==> src/rtl/hs_pkg.sv <==
package hs_pkg;
  typedef struct packed {
    logic lvl;
    logic rise;
    logic fall;
  } hs_edge_t;
endpackage

==> src/rtl/hs_sync2.sv <==
module hs_sync2 #(
  parameter int STAGES = 2
) (
  input  logic            clk_i,
  input  logic            rst_ni,
  input  logic            din_i,
  output hs_pkg::hs_edge_t edge_o
);
  logic [STAGES-1:0] sr_q;
  logic              prev_q;

  for (genvar g = 0; g < STAGES; g++) begin : g_stage
    if (g == 0) begin : g_first
      always_ff @(posedge clk_i or negedge rst_ni) begin
        if (!rst_ni) sr_q[g] <= 1'b0;
        else         sr_q[g] <= din_i;
      end
    end else begin : g_next
      always_ff @(posedge clk_i or negedge rst_ni) begin
        if (!rst_ni) sr_q[g] <= 1'b0;
        else         sr_q[g] <= sr_q[g-1];
      end
    end
  end

  always_ff @(posedge clk_i or negedge rst_ni) begin
    if (!rst_ni) prev_q <= 1'b0;
    else         prev_q <= sr_q[STAGES-1];
  end

  assign edge_o.lvl  = sr_q[STAGES-1];
  assign edge_o.rise = sr_q[STAGES-1] & ~prev_q;
  assign edge_o.fall = ~sr_q[STAGES-1] & prev_q;
endmodule

==> src/rtl/hs_pol_detect.sv <==
module hs_pol_detect #(
  parameter int CNT_W = 12
) (
  input  logic             clk_i,
  input  logic             rst_ni,
  input  hs_pkg::hs_edge_t edge_i,
  output logic             pol_o
);
  localparam logic [CNT_W-1:0] CNT_MAX = '1;

  logic [CNT_W-1:0] hi_q, lo_q;
  logic             armed_q;

  always_ff @(posedge clk_i or negedge rst_ni) begin
    if (!rst_ni) begin
      hi_q    <= '0;
      lo_q    <= '0;
      armed_q <= 1'b0;
      pol_o   <= 1'b0;
    end else if (edge_i.rise) begin
      // line boundary: decide, then restart with this high cycle counted
      if (armed_q) pol_o <= (hi_q < lo_q);
      armed_q <= 1'b1;
      hi_q    <= CNT_W'(1);
      lo_q    <= '0;
    end else if (edge_i.lvl) begin
      if (hi_q != CNT_MAX) hi_q <= hi_q + 1'b1;
    end else begin
      if (lo_q != CNT_MAX) lo_q <= lo_q + 1'b1;
    end
  end
endmodule

==> src/rtl/hs_pulse_gen.sv <==
module hs_pulse_gen #(
  parameter int W_W = 8
) (
  input  logic           clk_i,
  input  logic           rst_ni,
  input  logic           lead_i,
  input  logic [W_W-1:0] width_i,
  output logic           act_o
);
  logic [W_W-1:0] cnt_q;
  logic [W_W-1:0] eff_w;

  assign eff_w = (width_i == '0) ? W_W'(1) : width_i;

  always_ff @(posedge clk_i or negedge rst_ni) begin
    if (!rst_ni) begin
      cnt_q <= '0;
      act_o <= 1'b0;
    end else if (lead_i) begin
      act_o <= 1'b1;
      cnt_q <= eff_w - W_W'(1);
    end else if (act_o) begin
      if (cnt_q == '0) act_o <= 1'b0;
      else             cnt_q <= cnt_q - W_W'(1);
    end
  end
endmodule

==> src/rtl/hs_delay.sv <==
module hs_delay #(
  parameter int DEPTH = 4
) (
  input  logic clk_i,
  input  logic rst_ni,
  input  logic din_i,
  output logic dout_o
);
  if (DEPTH == 0) begin : g_pass
    assign dout_o = din_i;
  end else begin : g_pipe
    logic [DEPTH-1:0] sr_q;
    for (genvar g = 0; g < DEPTH; g++) begin : g_st
      always_ff @(posedge clk_i or negedge rst_ni) begin
        if (!rst_ni)     sr_q[g] <= 1'b0;
        else if (g == 0) sr_q[g] <= din_i;
        else             sr_q[g] <= sr_q[(g == 0) ? 0 : g-1];
      end
    end
    assign dout_o = sr_q[DEPTH-1];
  end
endmodule

==> src/rtl/hsync_normalizer.sv <==
module hsync_normalizer #(
  parameter int W_W      = 8,
  parameter int CNT_W    = 12,
  parameter int SYNC_STG = 2,
  parameter int PIPE_LAT = 4
) (
  input  logic           clk_i,
  input  logic           rst_ni,
  input  logic           sync_raw_i,
  input  logic           out_pol_i,
  input  logic [W_W-1:0] width_i,
  output logic           sync_o,
  output logic           pol_o
);
  hs_pkg::hs_edge_t edge_s;
  logic lead, pulse_act, pulse_dly;

  hs_sync2 #(.STAGES(SYNC_STG)) u_sync (
    .clk_i(clk_i), .rst_ni(rst_ni), .din_i(sync_raw_i), .edge_o(edge_s)
  );

  hs_pol_detect #(.CNT_W(CNT_W)) u_pol (
    .clk_i(clk_i), .rst_ni(rst_ni), .edge_i(edge_s), .pol_o(pol_o)
  );

  // leading edge of the active phase per detected polarity
  assign lead = pol_o ? edge_s.rise : edge_s.fall;

  hs_pulse_gen #(.W_W(W_W)) u_gen (
    .clk_i(clk_i), .rst_ni(rst_ni), .lead_i(lead), .width_i(width_i),
    .act_o(pulse_act)
  );

  hs_delay #(.DEPTH(PIPE_LAT)) u_dly (
    .clk_i(clk_i), .rst_ni(rst_ni), .din_i(pulse_act), .dout_o(pulse_dly)
  );

  assign sync_o = out_pol_i ? pulse_dly : ~pulse_dly;
endmodule

==> config.mk <==
export PLATFORM = sky130hd
export DESIGN_NAME = hsync_normalizer
export DESIGN_NICKNAME = d
export VERILOG_FILES = /design/src/rtl/hs_pkg.sv /design/src/rtl/hs_sync2.sv /design/src/rtl/hs_pol_detect.sv /design/src/rtl/hs_pulse_gen.sv /design/src/rtl/hs_delay.sv /design/src/rtl/hsync_normalizer.sv
export SDC_FILE = /design/constraint.sdc
export NUM_CORES = 1
export LEC_CHECK = 0
export ABC_AREA = 0
export BUFFER_PORTS_ARGS = -buffer_cell sky130_fd_sc_hd__buf_2
export CAP_MARGIN = 20
export CELL_PAD_IN_SITES_DETAIL_PLACEMENT = 0
export CELL_PAD_IN_SITES_GLOBAL_PLACEMENT = 2
export CORE_UTILIZATION = 43
export DETAILED_ROUTE_END_ITERATION = 16
export PLACE_DENSITY_LB_ADDON = 0.1
export SLEW_MARGIN = 10
export SYNTH_ARGS = -nofsm -noshare
export SYNTH_HDL_FRONTEND = slang
export SYNTH_HIERARCHICAL = 1
export SYNTH_SLANG_ARGS = --single-unit
==> constraint.sdc <==
create_clock -name clk_i -period 6.9 [get_ports clk_i]
set_input_delay 0.69 -clock clk_i [delete_from_list [all_inputs] [get_ports clk_i]]
set_output_delay 0.69 -clock clk_i [all_outputs]
set_load 0.01 [all_outputs]
== Word level (Yosys, flattened, before mapping) ==
Cells that the tools add are included.
Storage, ports and cells
  register bits: 42
  input bits: 12
  output and inout port bits: 2
  logic and storage cells: 52
Cells by class
  add/sub/neg operators: 4
  $lt $le $gt $ge: 1
  equality and inequality tests: 4
  multiplexer cells: 15
  bitwise logic cells: 5
  reduce and logical (&&, ||, !) cells: 10
Operators with widths (number)
  2-to-1 mux 12 bit: 6
  2-to-1 mux 8 bit: 4
  adder 12 x 1 -> 12 bit (second input constant): 2
  != test 12 bit (second input constant): 2
  logical NOT 8 bit: 2
  subtractor 8 x 1 -> 8 bit (second input constant): 2
  less-than comparator 12 bit: 1
  AND reduction 2 bit: 4
  nonzero test 2 bit: 4
  2-to-1 mux 1 bit: 5
  != test 2 bit (second input constant): 2
  NOT 1 bit: 3
  bitwise AND 1 bit: 2

== Logic depth before layout (Yosys ltp) ==
Gate-level depths: netlist of the first run.
  depth after elaboration: 5
  gate-level depth with buffers: 9
  gate-level depth less buffers: 8

== Cells and area by module ==
The synthesis of the first run kept the hierarchy.
Modules (own cells, without submodules)
  hs_pol_detect: times used 1, cells each 175, area an instance 1702.9 um^2, sequential area each 650.6 um^2
  hs_pulse_gen: times used 1, cells each 71, area an instance 669.4 um^2, sequential area each 225.2 um^2
  hs_delay: times used 1, cells each 4, area an instance 100.1 um^2, sequential area each 100.1 um^2
  hs_sync2: times used 1, cells each 6, area an instance 97.6 um^2, sequential area each 75.1 um^2
  hsync_normalizer: times used 1, cells each 2, area an instance 23.8 um^2, sequential area each 0.0 um^2

== Worst setup path before layout of the first run ==
OpenSTA, ideal clock, no wires.
  kind: register -> register
  start: register u_sync.sr_q[1] (netlist: u_sync/edge_o[2])
  end: register u_gen.cnt_q[6]
  setup time: 0.087 ns
  data arrival time: 2.395 ns
  data required time: 6.813 ns
  path slack: 4.418 ns
  cell stages (with the launch flop): 10
  path buffers: 2
  period minus slack after synthesis: 2.482 ns
  cell sequence: dfrtp_1 > and2b_2 > mux2_4 > buf_2 > clkbuf_1 > o22ai_1 > ha_1 > o211ai_1 > or4_2 > o211ai_1
RTL lines
  from (decl): line hs_sync2.sv:9  | logic [STAGES-1:0] sr_q;
  from (signal, indexed assignment): line hs_sync2.sv:21  | else sr_q[g] <= sr_q[g-1];
  to (signal assigned): line hs_pulse_gen.sv:21  | cnt_q <= eff_w - W_W'(1);
  to (signal assigned): line hs_pulse_gen.sv:24  | else cnt_q <= cnt_q - W_W'(1);
  to (decl): line hs_pulse_gen.sv:10  | logic [W_W-1:0] cnt_q;

==> metrics.yaml, run 1 <==
outcome: "finished, final reports clean"
clock-root-buffer: "clkbuf_8"
ys_ff_latch: 42
dr.first_iter.drc_count: 122
min_path_cells: 0
areaGrowthSynthToFinish_pct: 9.407
holdBufCountCts: 0
synth_edf_count: 0
r2r_start: "u_sync/edge_o[2]$_DFF_PN0_"
diodes: 0
final.setup_skew_ps: 5.886
synth.avg_cell_area_sq_um: 10.05
p_leak_nw: 1.194
hold_end: "u_dly/g_pipe.sr_q[1]$_DFF_PN0_"
fin_area_sq_um: 2838
grt_pass1_vias: 1941
crit_path_start_kind: "flop"
hold_violations: 0
synth_flop_cell: "dfrtp_1"
p_per_area_nw_per_um2: 272.8
die_area_sq_um: 6347
ant_nets: 0
irDropWorstVdd_uv: 117.9
cts_tree: "yes"
portBuffers: 13
nFillCells: 549
grt_usage_pct: 19.82
synthCells: 258
tns_ps: 0
fp.dieH_um: 79.67
clk_pin_slew_ps: 80
h-tree-depth: 2
via_count: 1952
drv_cap: 0
drive_gt1_share_pct: 16.48
route.detailed.drc: 0
placed_area_sq_um: 2724
fmax_ghz: 0.3790
wire_per_inst_um: 15.78
netlist_top_cells_area: "dfrtp_1, ha_1, a21oi_1"
stdcell_count: 345
min_from: "u_dly/g_pipe.sr_q[0]$_DFF_PN0_"
clock_sink_count: 42
slew_viol_final: 0
yosysWarnings: 6
yosys.area.top_type: "dfrtp_1"
worstMarginPinSlew_ps: 938.6
syn_nets: 284
setup_violations: 0
start_util_pct: 45.70
clock_latency_ps: 300
grt_setup_unrepaired: "no"
drt-total-wl_um: 5445
antenna_found_initial: 0
place_ws_ps: 4214
finalCritPeriodShare_pct: 38.24
vias_per_cell: 5.658
timing.slew.headroom_pct: 37.43
min_period_ps: 2639
clk_path_buf_depth: 2
netlist_area_sq_um: 2594
async_reset_ff_share_pct: 100.0
post_cts_resized: 0
die_w_um: 79.67
reg2reg_slack_ps: 4260
ioPinCount: 14
seq_area_frac_synth_pct: 40.52
hold_class: "reg -> reg"
crit_type: "reg -> reg"
num-nets-final: 298
core_sq_um: 5675
synth_cell_types: 59
grt-ovfl-total: 0
rows: 27
synth_top_area_share_pct: 40.52
rr_endpoint: "u_gen/cnt_q[6]$_DFFE_PN0P_"
required_ps: 7120
critPathCaptureType: "flop"
post-place-cells: 337
setup_slack_ps: 4261
grt_pass1_wl_um: 9528
dp_hpwl_um: 3866
postCtsSetupBuffers: 0
rr_worst_depth: 7
gp_congestion: 0.7102
grt_max_degree: 43
worstPathMaxFanout: 16
dr.pass1.iters: 4
cts_inserted_buffers: 5
cp.arrival_ps: 2860
sequential cells by signal (all words and copies together), names as in the netlist, 3 cells and up:
signal and cells:
u_pol/hi_q 12, u_dly/g_pipe.sr_q 3, u_gen/cnt_q 8, u_pol/lo_q 12
how the worst max path moves through the flow:
stage / from / end / slack (ps)
6_report: u_sync/edge_o[2]$_DFF_PN0_ / u_gen/cnt_q[6]$_DFFE_PN0P_ / 4260
3_3_place_gp: width_i[6] / u_gen/cnt_q[4]$_DFFE_PN0P_ / 4220
4_1_cts: u_sync/edge_o[2]$_DFF_PN0_ / u_gen/cnt_q[6]$_DFFE_PN0P_ / 4240
5_1_grt: u_sync/edge_o[2]$_DFF_PN0_ / u_gen/cnt_q[6]$_DFFE_PN0P_ / 4070
3_5_place_dp: width_i[6] / u_gen/cnt_q[4]$_DFFE_PN0P_ / 4210
2_1_floorplan: u_sync/edge_o[2]$_DFF_PN0_ / u_gen/cnt_q[6]$_DFFE_PN0P_ / 4420
metrics by stage:
step | hold WS (ps) | util (%) | power (mW)
detailed placement | 334.7 | 47.99 | 0.5808
global route | 372.2 | 50.00 | 0.8343
global placement | 338.5 | 47.99 | 0.5810
CTS | 353.3 | 50.00 | 0.7820
floorplan | 331.2 | - | 0.5165
finish | 353.7 | 50.00 | 0.7742
cell usage in the layout, fill, tap and decap left out, types with 5 or more instances in the layout:
cell type / netlist / layout
inv_1: 16 / 16
nand3_1: 8 / 8
o211ai_1: 6 / 6
ha_1: 14 / 14
or4_1: 7 / 7
o31ai_1: 6 / 6
nor2_1: 13 / 13
mux2i_1: 7 / 7
nor3_1: 7 / 7
or3_1: 5 / 5
clkbuf_8: 0 / 5
a21oi_1: 18 / 18
dfrtp_1: 42 / 42
o21ai_0: 10 / 10
xor2_1: 5 / 5
nand2_1: 21 / 21
buf_2: 1 / 13
Yosys cell counts, types with 2 or more instances:
cell type / n
and3_1: 3
a2111oi_0: 2
o211ai_1: 6
o2111ai_1: 2
buf_4: 2
mux2i_1: 7
or3_1: 5
or2_2: 3
inv_1: 16
o21ai_1: 2
o311a_2: 2
nor3_1: 7
o31a_1: 2
nor2_1: 13
nor2b_1: 2
o21ai_0: 10
a21oi_1: 18
ha_1: 14
o21a_1: 2
or4_1: 7
nor4_1: 3
o31ai_1: 6
mux2_4: 2
nor4b_1: 2
o41ai_1: 2
clkbuf_1: 4
nand3b_1: 2
o31ai_4: 2
and4_1: 2
o311ai_0: 2
xor2_1: 5
nand4_1: 3
nand2_1: 21
dfrtp_1: 42
xnor2_1: 4
nand3_1: 8
metal layers:
metal	vias up	track usage (%)	wire length [um]
li1	1009	-	-
met1	917	30.10	3008
met2	22	27.35	2253
met3	4	3.771	129
met4	0	7.091	54
met5	-	0	0
final cells by class:
class | count | area, sq um | share of cell area, %
clock inverter | 3 | 45.04 | 1.587
tap | 72 | 90.09 | 3.175
timing repair buffer | 14 | 72.57 | 2.557
clock buffer | 5 | 68.82 | 2.425
multi-input combinational | 192 | 1446 | 50.97
inverter | 17 | 63.81 | 2.249
sequential | 42 | 1051 | 37.04
logic make-up (layout without fill, tap and decap cells):
group                    Yosys count  in the layout  synth area share [%]
flip-flops                        42             42                 40.52
multiplexers                      10             10                 4.293
AND/OR/NAND/NOR                   93             93                 21.81
XOR/XNOR                           9              9                 3.039
buffers and inverters             24             39                 3.810
AO/OA/AOI/OAI                     66             66                 19.78
adder cells (fa/ha/maj)           14             14                 6.754
critical path, cell delays in order (launching register included):
cell,delay (ps)
dfrtp_1,560
and2b_2,260
mux2_4,360
o22ai_1,240
ha_1,300
o211ai_1,180
or4_2,560
o211ai_1,100
report_power, final:
group          total, mW  switching, mW  internal [mW]  leakage [nW]
logic              0.218          0.114          0.104         0.621
clock network      0.198         0.0905          0.108        0.0504
registers          0.358         0.0645          0.294         0.523
total              0.774          0.269          0.505          1.19
No activity file was read; power rests on OpenSTA's default activity.
==> inputs of run 2 (changes only) <==
--- a/config.mk
+++ b/config.mk
@@ -5,12 +5,12 @@
 export SDC_FILE = /design/constraint.sdc
 export NUM_CORES = 1
 export LEC_CHECK = 0
-export ABC_AREA = 0
+export ABC_AREA = 1
 export BUFFER_PORTS_ARGS = -buffer_cell sky130_fd_sc_hd__buf_2
 export CAP_MARGIN = 20
 export CELL_PAD_IN_SITES_DETAIL_PLACEMENT = 0
 export CELL_PAD_IN_SITES_GLOBAL_PLACEMENT = 2
-export CORE_UTILIZATION = 43
+export CORE_UTILIZATION = 36
 export DETAILED_ROUTE_END_ITERATION = 16
 export PLACE_DENSITY_LB_ADDON = 0.1
 export SLEW_MARGIN = 10
==> constraint.sdc (replaced) <==
create_clock -name clk_i -period 2.7 [get_ports clk_i]
set_input_delay 0.27 -clock clk_i [delete_from_list [all_inputs] [get_ports clk_i]]
set_output_delay 0.27 -clock clk_i [all_outputs]
set_load 0.01 [all_outputs]
==> metrics.yaml, run 2 <==
outcome: "finished, final reports clean"
route.detailed.drc: 0  # unchanged
path_cells: "inv_1 > nor2_1 > nand2_1 > nand2_1 > buf_4 > nand2_1 > o21ai_2 > ha_1 > nand2_1 > nor2_4 > nand2_1 > nand2_1 > nand2_1 > nand2_1 > nand2_1"
start_util_pct: 37.74  # -8.0 points
grt_usage_pct: 17.94  # -1.9 points
clk_pin_slew_ps: 80  # about the same
synth_cell_types: 33  # -44%
max_stage_delay_ps: 470  # -90 ps
antenna_found_initial: 0  # unchanged
cp.buffers_inverters: 2  # +2
crit_type: "reg -> reg"
fin_area_sq_um: 3037  # +7.0%
rows: 31  # +15%
wire_per_inst_um: 12.99  # -18%
fmax_ghz: 0.5051  # +33%
irDropWorstVdd_uv: 328.4  # +180%
netlist_top_cells_area: "dfrtp_1, nand2_1, ha_1"
grt_setup_unrepaired: "no"
synth_flop_cell: "dfrtp_1"
cp_top_family: "simple AND/OR/NAND/NOR gates"
post_cts_resized: 0  # unchanged
met2_usage_pct: 26.79  # -0.56 points
worstPathMaxFanout: 14  # -2
slew_viol_final: 0  # unchanged
gp_congestion: 0.7859  # +11%
fp.dieH_um: 89.66  # +13%
num-nets-final: 421  # +41%
synthCells: 376  # +46%
critPathCaptureType: "flop"
seq_area_frac_synth_pct: 37.99  # -2.5 points
yosysMostFrequentCell: "nand2_1"
clock-root-buffer: "clkbuf_8"
p_leak_nw: 1.506  # +26%
min_period_ps: 1980  # -659.1 ps
clk_path_buf_depth: 2  # unchanged
tns_ps: 0  # unchanged
finish.utilization_pct: 41.42  # -8.6 points
h-tree-depth: 2  # unchanged
top_usage_layer: "met1"
crit_top_cell: "nand2_1"
drive_gt1_share_pct: 15.19  # -1.3 points
cts_inserted_buffers: 5  # unchanged
cp.arrival_ps: 2170  # -690 ps
final.setup_skew_ps: 4.571  # -1.315 ps
hold_end: "u_sync/sr_q[0]$_DFF_PN0_"
netlist_area_sq_um: 2766  # +6.7%
power_mw: 1.891  # +140%
reg2reg_slack_ps: 720  # -3540 ps
dr.first_iter.drc_count: 102  # -16%
grt-ovfl-total: 0  # unchanged
min_from: "sync_raw_i"
cts_tree: "yes"
drv_cap: 0  # unchanged
synth.avg_cell_area_sq_um: 7.357  # -27%
dr.pass1.iters: 4  # unchanged
hold_class: "in -> reg"
placed_area_sq_um: 2928  # +7.5%
rr_worst_depth: 15  # +8
setup_violations: 0  # unchanged
slowest_stage: "dfrtp_1"
worstMarginPinSlew_ps: 441.0  # -497.6 ps
synth_top_area_share_pct: 37.99  # -2.5 points
use_met3_pct: 2.742  # -1.0 points
synthTopCellsByCount: "nand2_1, dfrtp_1, inv_1"
clock_sink_count: 42  # unchanged
timing.slew.headroom_pct: 70.60  # +33 points
async_reset_ff_share_pct: 100.0  # unchanged
vias_per_cell: 4.603  # -19%
r2r_start: "u_sync/edge_o[2]$_DFF_PN0_"
grt_pass1_vias: 2091  # +7.7%
syn_nets: 402  # +42%
core_sq_um: 7331  # +29%
grt_pass1_wl_um: 10760  # +13%
rr_endpoint: "u_gen/cnt_q[6]$_DFFE_PN0P_"
via_count: 2274  # +16%
reg_top3: "u_pol/hi_q: 12 flops, u_pol/lo_q: 12 flops, u_gen/cnt_q: 8 flops"
finalCritPeriodShare_pct: 73.32  # +35 points
ys_ff_latch: 42  # unchanged
layout_common_cells: "nand2_1, dfrtp_1, inv_1, nor2_1, nand3_1"
grt_util_met1_pct: 27.15  # -2.9 points
diodes: 0  # unchanged
die_area_sq_um: 8039  # +27%
die_w_um: 89.66  # +13%
synth_edf_count: 0  # unchanged
dp_hpwl_um: 4812  # +24%
final_common_cell: "nand2_1"
postCtsSetupBuffers: 0  # unchanged
required_ps: 2890  # -4230 ps
drt-total-wl_um: 6415  # +18%
yosysWarnings: 6  # unchanged
portBuffers: 13  # unchanged
yosys.area.top_type: "dfrtp_1"
crit_path_start_kind: "flop"
clock_latency_ps: 290  # about the same
ioPinCount: 14  # unchanged
ant_nets: 0  # unchanged
areaGrowthSynthToFinish_pct: 9.769
min_path_cells: 1  # +1
hold_violations: 0  # unchanged
p_per_area_nw_per_um2: 622.9  # +130%
grt_max_degree: 43  # unchanged
==> run 2: cell types whose count changed after synthesis, moves of 9 or more <==
cell / change
nor2_1: +26
nand2_1: +97
nand3_1: +26
inv_1: +25
a21oi_1: -12
o21ai_1: +11
nand2_2: +9
==> run 2: kinds of logic (layout without fill, tap and decap cells) <==
logic type	after synthesis	in the layout	share of synthesized area, %
flip-flops	42	42	37.99
AND/OR/NAND/NOR	225	225	37.49
adder cells (fa/ha/maj)	14	14	6.332
XOR/XNOR	9	9	2.850
AO/OA/AOI/OAI	33	33	7.011
buffers and inverters	53	72	8.322
==> run 2: where the power goes <==
part / switching, mW / internal, mW / total, mW
sequential: 0.120 / 0.742 / 0.862
combinational: 0.389 / 0.242 / 0.630
clock: 0.225 / 0.174 / 0.399
==> run 2: layer usage <==
layer / part of all wire [%] / vias to the layer above
li1: - / 1229
met1: 53 / 1014
met2: 43 / 27
met3: 2.7 / 4
met4: 0.55 / 0
met5: 0 / -
==> run 2: stage by stage <==
stage / worst slack, ps / hold WS (ps) / std cells
6_report: 720.3 / 77.28 / 494
5_1_grt: 490.0 / 70.04 / 494
4_1_cts: 702.6 / 63.73 / 492
3_5_place_dp: 730.3 / 338.8 / 485
3_3_place_gp: 809.4 / 334.0 / 485
2_1_floorplan: 852.2 / -25.59 / 376
==> run 2: layout make-up <==
type                            count  area (sq um)
Timing Repair Buffer               19         125.1
Clock buffer                        5         68.82
Inverter                           46         172.7
Tap cell                           99         123.9
Multi-Input combinational cell    281          1485
Fill cell                         779          4294
Sequential cell                    42          1051
Clock inverter                      2         10.01
==> run 2: how the worst max path moves through the flow <==
stage                                          start                    endpoint  cells past startpoint
after detailed placement  u_sync/edge_o[2]$_DFF_PN0_  u_gen/cnt_q[6]$_DFFE_PN0P_                     15
after CTS                 u_sync/edge_o[2]$_DFF_PN0_  u_gen/cnt_q[6]$_DFFE_PN0P_                     15
after global routing      u_sync/edge_o[2]$_DFF_PN0_  u_gen/cnt_q[6]$_DFFE_PN0P_                     15
after global placement    u_sync/edge_o[2]$_DFF_PN0_  u_gen/cnt_q[6]$_DFFE_PN0P_                     15
after floorplan           u_sync/edge_o[2]$_DFF_PN0_  u_gen/cnt_q[6]$_DFFE_PN0P_                     16
final                     u_sync/edge_o[2]$_DFF_PN0_  u_gen/cnt_q[6]$_DFFE_PN0P_                     15
==> run 2: what timing repair did <==
action,CTS,global route
setup endpoints to repair,0,0
endpoints found under the hold margin,0,16
hold buffers,0,1
==> inputs of run 3 (changes only) <==
==> constraint.sdc (replaced) <==
create_clock -name clk_i -period 2.05 [get_ports clk_i]
set_input_delay 0.205 -clock clk_i [delete_from_list [all_inputs] [get_ports clk_i]]
set_output_delay 0.205 -clock clk_i [all_outputs]
set_load 0.01 [all_outputs]
==> metrics.yaml, run 3 (same netlist as run 2, synthesis figures left out) <==
final_common_cell: "nand2_1"
finish.utilization_pct: 42.28  # +0.85 points
grt_max_degree: 17  # -60%
crit_top_cell: "nand2_1"
h-tree-depth: 2  # unchanged
post-place-cells: 488  # +0.62%
final.setup_skew_ps: 6.360  # +1.789 ps
clk_pin_slew_ps: 90  # about the same
grt_pass1_vias: 2149  # +2.8%
areaGrowthSynthToFinish_pct: 12.03
tns_ps: 0  # unchanged
vias_per_cell: 4.607  # about the same
slew_viol_final: 0  # unchanged
drt-total-wl_um: 6398  # -0.27%
setup_violations: 0  # unchanged
clock-root-buffer: "clkbuf_8"
diodes: 0  # unchanged
start_util_pct: 37.74  # unchanged
die_area_sq_um: 8039  # unchanged
clk_path_buf_depth: 2  # unchanged
cp.arrival_ps: 2030  # -140 ps
wire_per_inst_um: 12.82  # -1.3%
max_stage_delay_ps: 390  # -80 ps
cts_tree: "yes"
finalCritPeriodShare_pct: 90.00  # +17 points
switching_share_pct: 36.98  # -1.8 points
die_w_um: 89.66  # unchanged
timing.slew.headroom_pct: 73.16  # +2.6 points
stdcell_count: 499  # +1.0%
rows: 31  # unchanged
p_per_area_nw_per_um2: 854.7  # +37%
p_clk_share_pct: 25.1  # +4.0 points
worstMarginPinSlew_ps: 401.2  # -39.81 ps
layout_common_cells: "nand2_1, dfrtp_1, inv_1, nor2_1, nand3_1"
power_switching_uw: 979.4  # +33%
worstPathMaxFanout: 14  # unchanged
hold_violations: 0  # unchanged
drv_cap: 0  # unchanged
core_sq_um: 7331  # unchanged
slowest_stage: "dfrtp_1"
hold_class: "in -> reg"
drive_gt1_share_pct: 16.75  # +1.6 points
ioPinCount: 14  # unchanged
p_seq_share_pct: 43.1  # -2.5 points
grt_setup_unrepaired: "no"
p_leak_nw: 1.527  # +1.4%
grt_usage_pct: 17.68  # -0.26 points
crit_type: "reg -> reg"
p_int_mw: 1.669  # +44%
clock_sink_count: 42  # unchanged
irDropWorstVdd_uv: 436.9  # +33%
grt_pass1_wl_um: 10560  # -1.9%
via_count: 2299  # +1.1%
grt-ovfl-total: 0  # unchanged
portBuffers: 13  # unchanged
ant_nets: 0  # unchanged
path_cells: "inv_1 > nor2_2 > nand2_1 > nand2_1 > buf_6 > nand2_1 > o21ai_2 > ha_2 > nand2_2 > nor2_4 > nand2_1 > nand2_1 > nand2_1 > nand2_1 > nand2_1"
dr.pass1.iters: 4  # unchanged
cts_inserted_buffers: 5  # unchanged
pwr-share-comb_pct: 31.8  # -1.5 points
route.detailed.drc: 0  # unchanged
whs_ps: 295.6  # +218.3 ps
dr.first_iter.drc_count: 76  # -25%
rr_worst_depth: 15  # unchanged
outcome: "finished, final reports clean"
nFillCells: 778  # -0.13%
antenna_found_initial: 0  # unchanged
dp_hpwl_um: 4999  # +3.9%
crit_path_start_kind: "flop"
required_ps: 2240  # -650 ps
fmax_ghz: 0.5420  # +7.3%
min_period_ps: 1845  # -134.8 ps
clock_latency_ps: 290  # about the same
min_path_cells: 5  # +4
num-nets-final: 425  # +0.95%
critPathCaptureType: "flop"
fp.dieH_um: 89.66  # unchanged
reg_top3: "u_pol/hi_q: 12 flops, u_pol/lo_q: 12 flops, u_gen/cnt_q: 8 flops"
gp_congestion: 0.7714  # -1.8%
==> run 3: cell types whose count changed in the layout (fill, tap and decap cells not counted), sizes merged <==
| cell | delta |
|---|---|
| buf | +3 |
| bufinv | +1 |
| clkbuf | +1 |
| clkinv | -2 |
| clkinvlp | +1 |
| dlygate4sd3 | +1 |
==> run 3: stage by stage <==
step / instance area, sq um / total power, mW / setup WS, ps
final: 3099 / 2.649 / 205.0
after global routing: 3099 / 2.862 / 16.17
after CTS: 3080 / 2.671 / 97.17
after detailed placement: 2950 / 1.989 / 139.0
after global placement: 2950 / 1.988 / 220.5
after floorplan: 2766 / 1.762 / 202.2
==> run 3: what timing repair did <==
action,in CTS,in global routing
hold buffers,2,0
setup endpoints to repair,0,2
resized for setup,0,5
hold endpoints to repair,15,0
setup buffers,0,1
==> run 3: power groups by stage <==
stage	Combinational, mW	Sequential [mW]	Clock (mW)
2_1_floorplan	0.655	1.11	0
3_3_place_gp	0.826	1.16	0
3_5_place_dp	0.833	1.16	0
4_1_cts	0.836	1.14	0.690
5_1_grt	0.978	1.17	0.716
6_report	0.841	1.14	0.666
==> run 3: area by class of cell <==
class / instances / area, sq um / area share (%)
clock inverters: 2 / 37.54 / 1.211
well taps: 99 / 123.9 / 3.997
repair buffers: 23 / 148.9 / 4.804
inverters: 46 / 172.7 / 5.571
flip-flops and latches: 42 / 1051 / 33.91
clock buffers: 6 / 72.57 / 2.342
multi-input cells: 281 / 1493 / 48.16
==> run 3: routing by layer <==
metal / vias to the layer above / wire [um] / global-route usage [%]
met5: - / 0 / 0
met4: 0 / 65 / 4.762
met3: 4 / 97 / 2.742
met2: 25 / 2849 / 28.03
met1: 1035 / 3385 / 25.07
li1: 1235 / - / -
==> run 3: path summary, 6_finish.rpt <==
| path | from | end | slack [ps] |
|---|---|---|---|
| worst max-delay path | u_sync/edge_o[2]$_DFF_PN0_ | u_gen/cnt_q[6]$_DFFE_PN0P_ | 210 |
| worst min-delay path | width_i[7] | u_gen/cnt_q[7]$_DFFE_PN0P_ | 300 |
| worst max register to register | u_sync/edge_o[2]$_DFF_PN0_ | u_gen/cnt_q[6]$_DFFE_PN0P_ | 210 |
| worst min register to register | u_dly/g_pipe.sr_q[1]$_DFF_PN0_ | u_dly/g_pipe.sr_q[2]$_DFF_PN0_ | 350 |
| max in group asynchronous | rst_ni | u_pol/pol_o$_DFFE_PN0P_ | 1140 |
| min in group asynchronous | rst_ni | u_pol/hi_q[11]$_DFFE_PN0P_ | 370 |
==> run 3: critical path, delay by kind of cell, from the launching register on <==
kind            cells  cell delay, ps
simple gates       11             820
flops               1             390
buf+inv             2             240
fa+ha+maj           1             210
compound gates      1              80
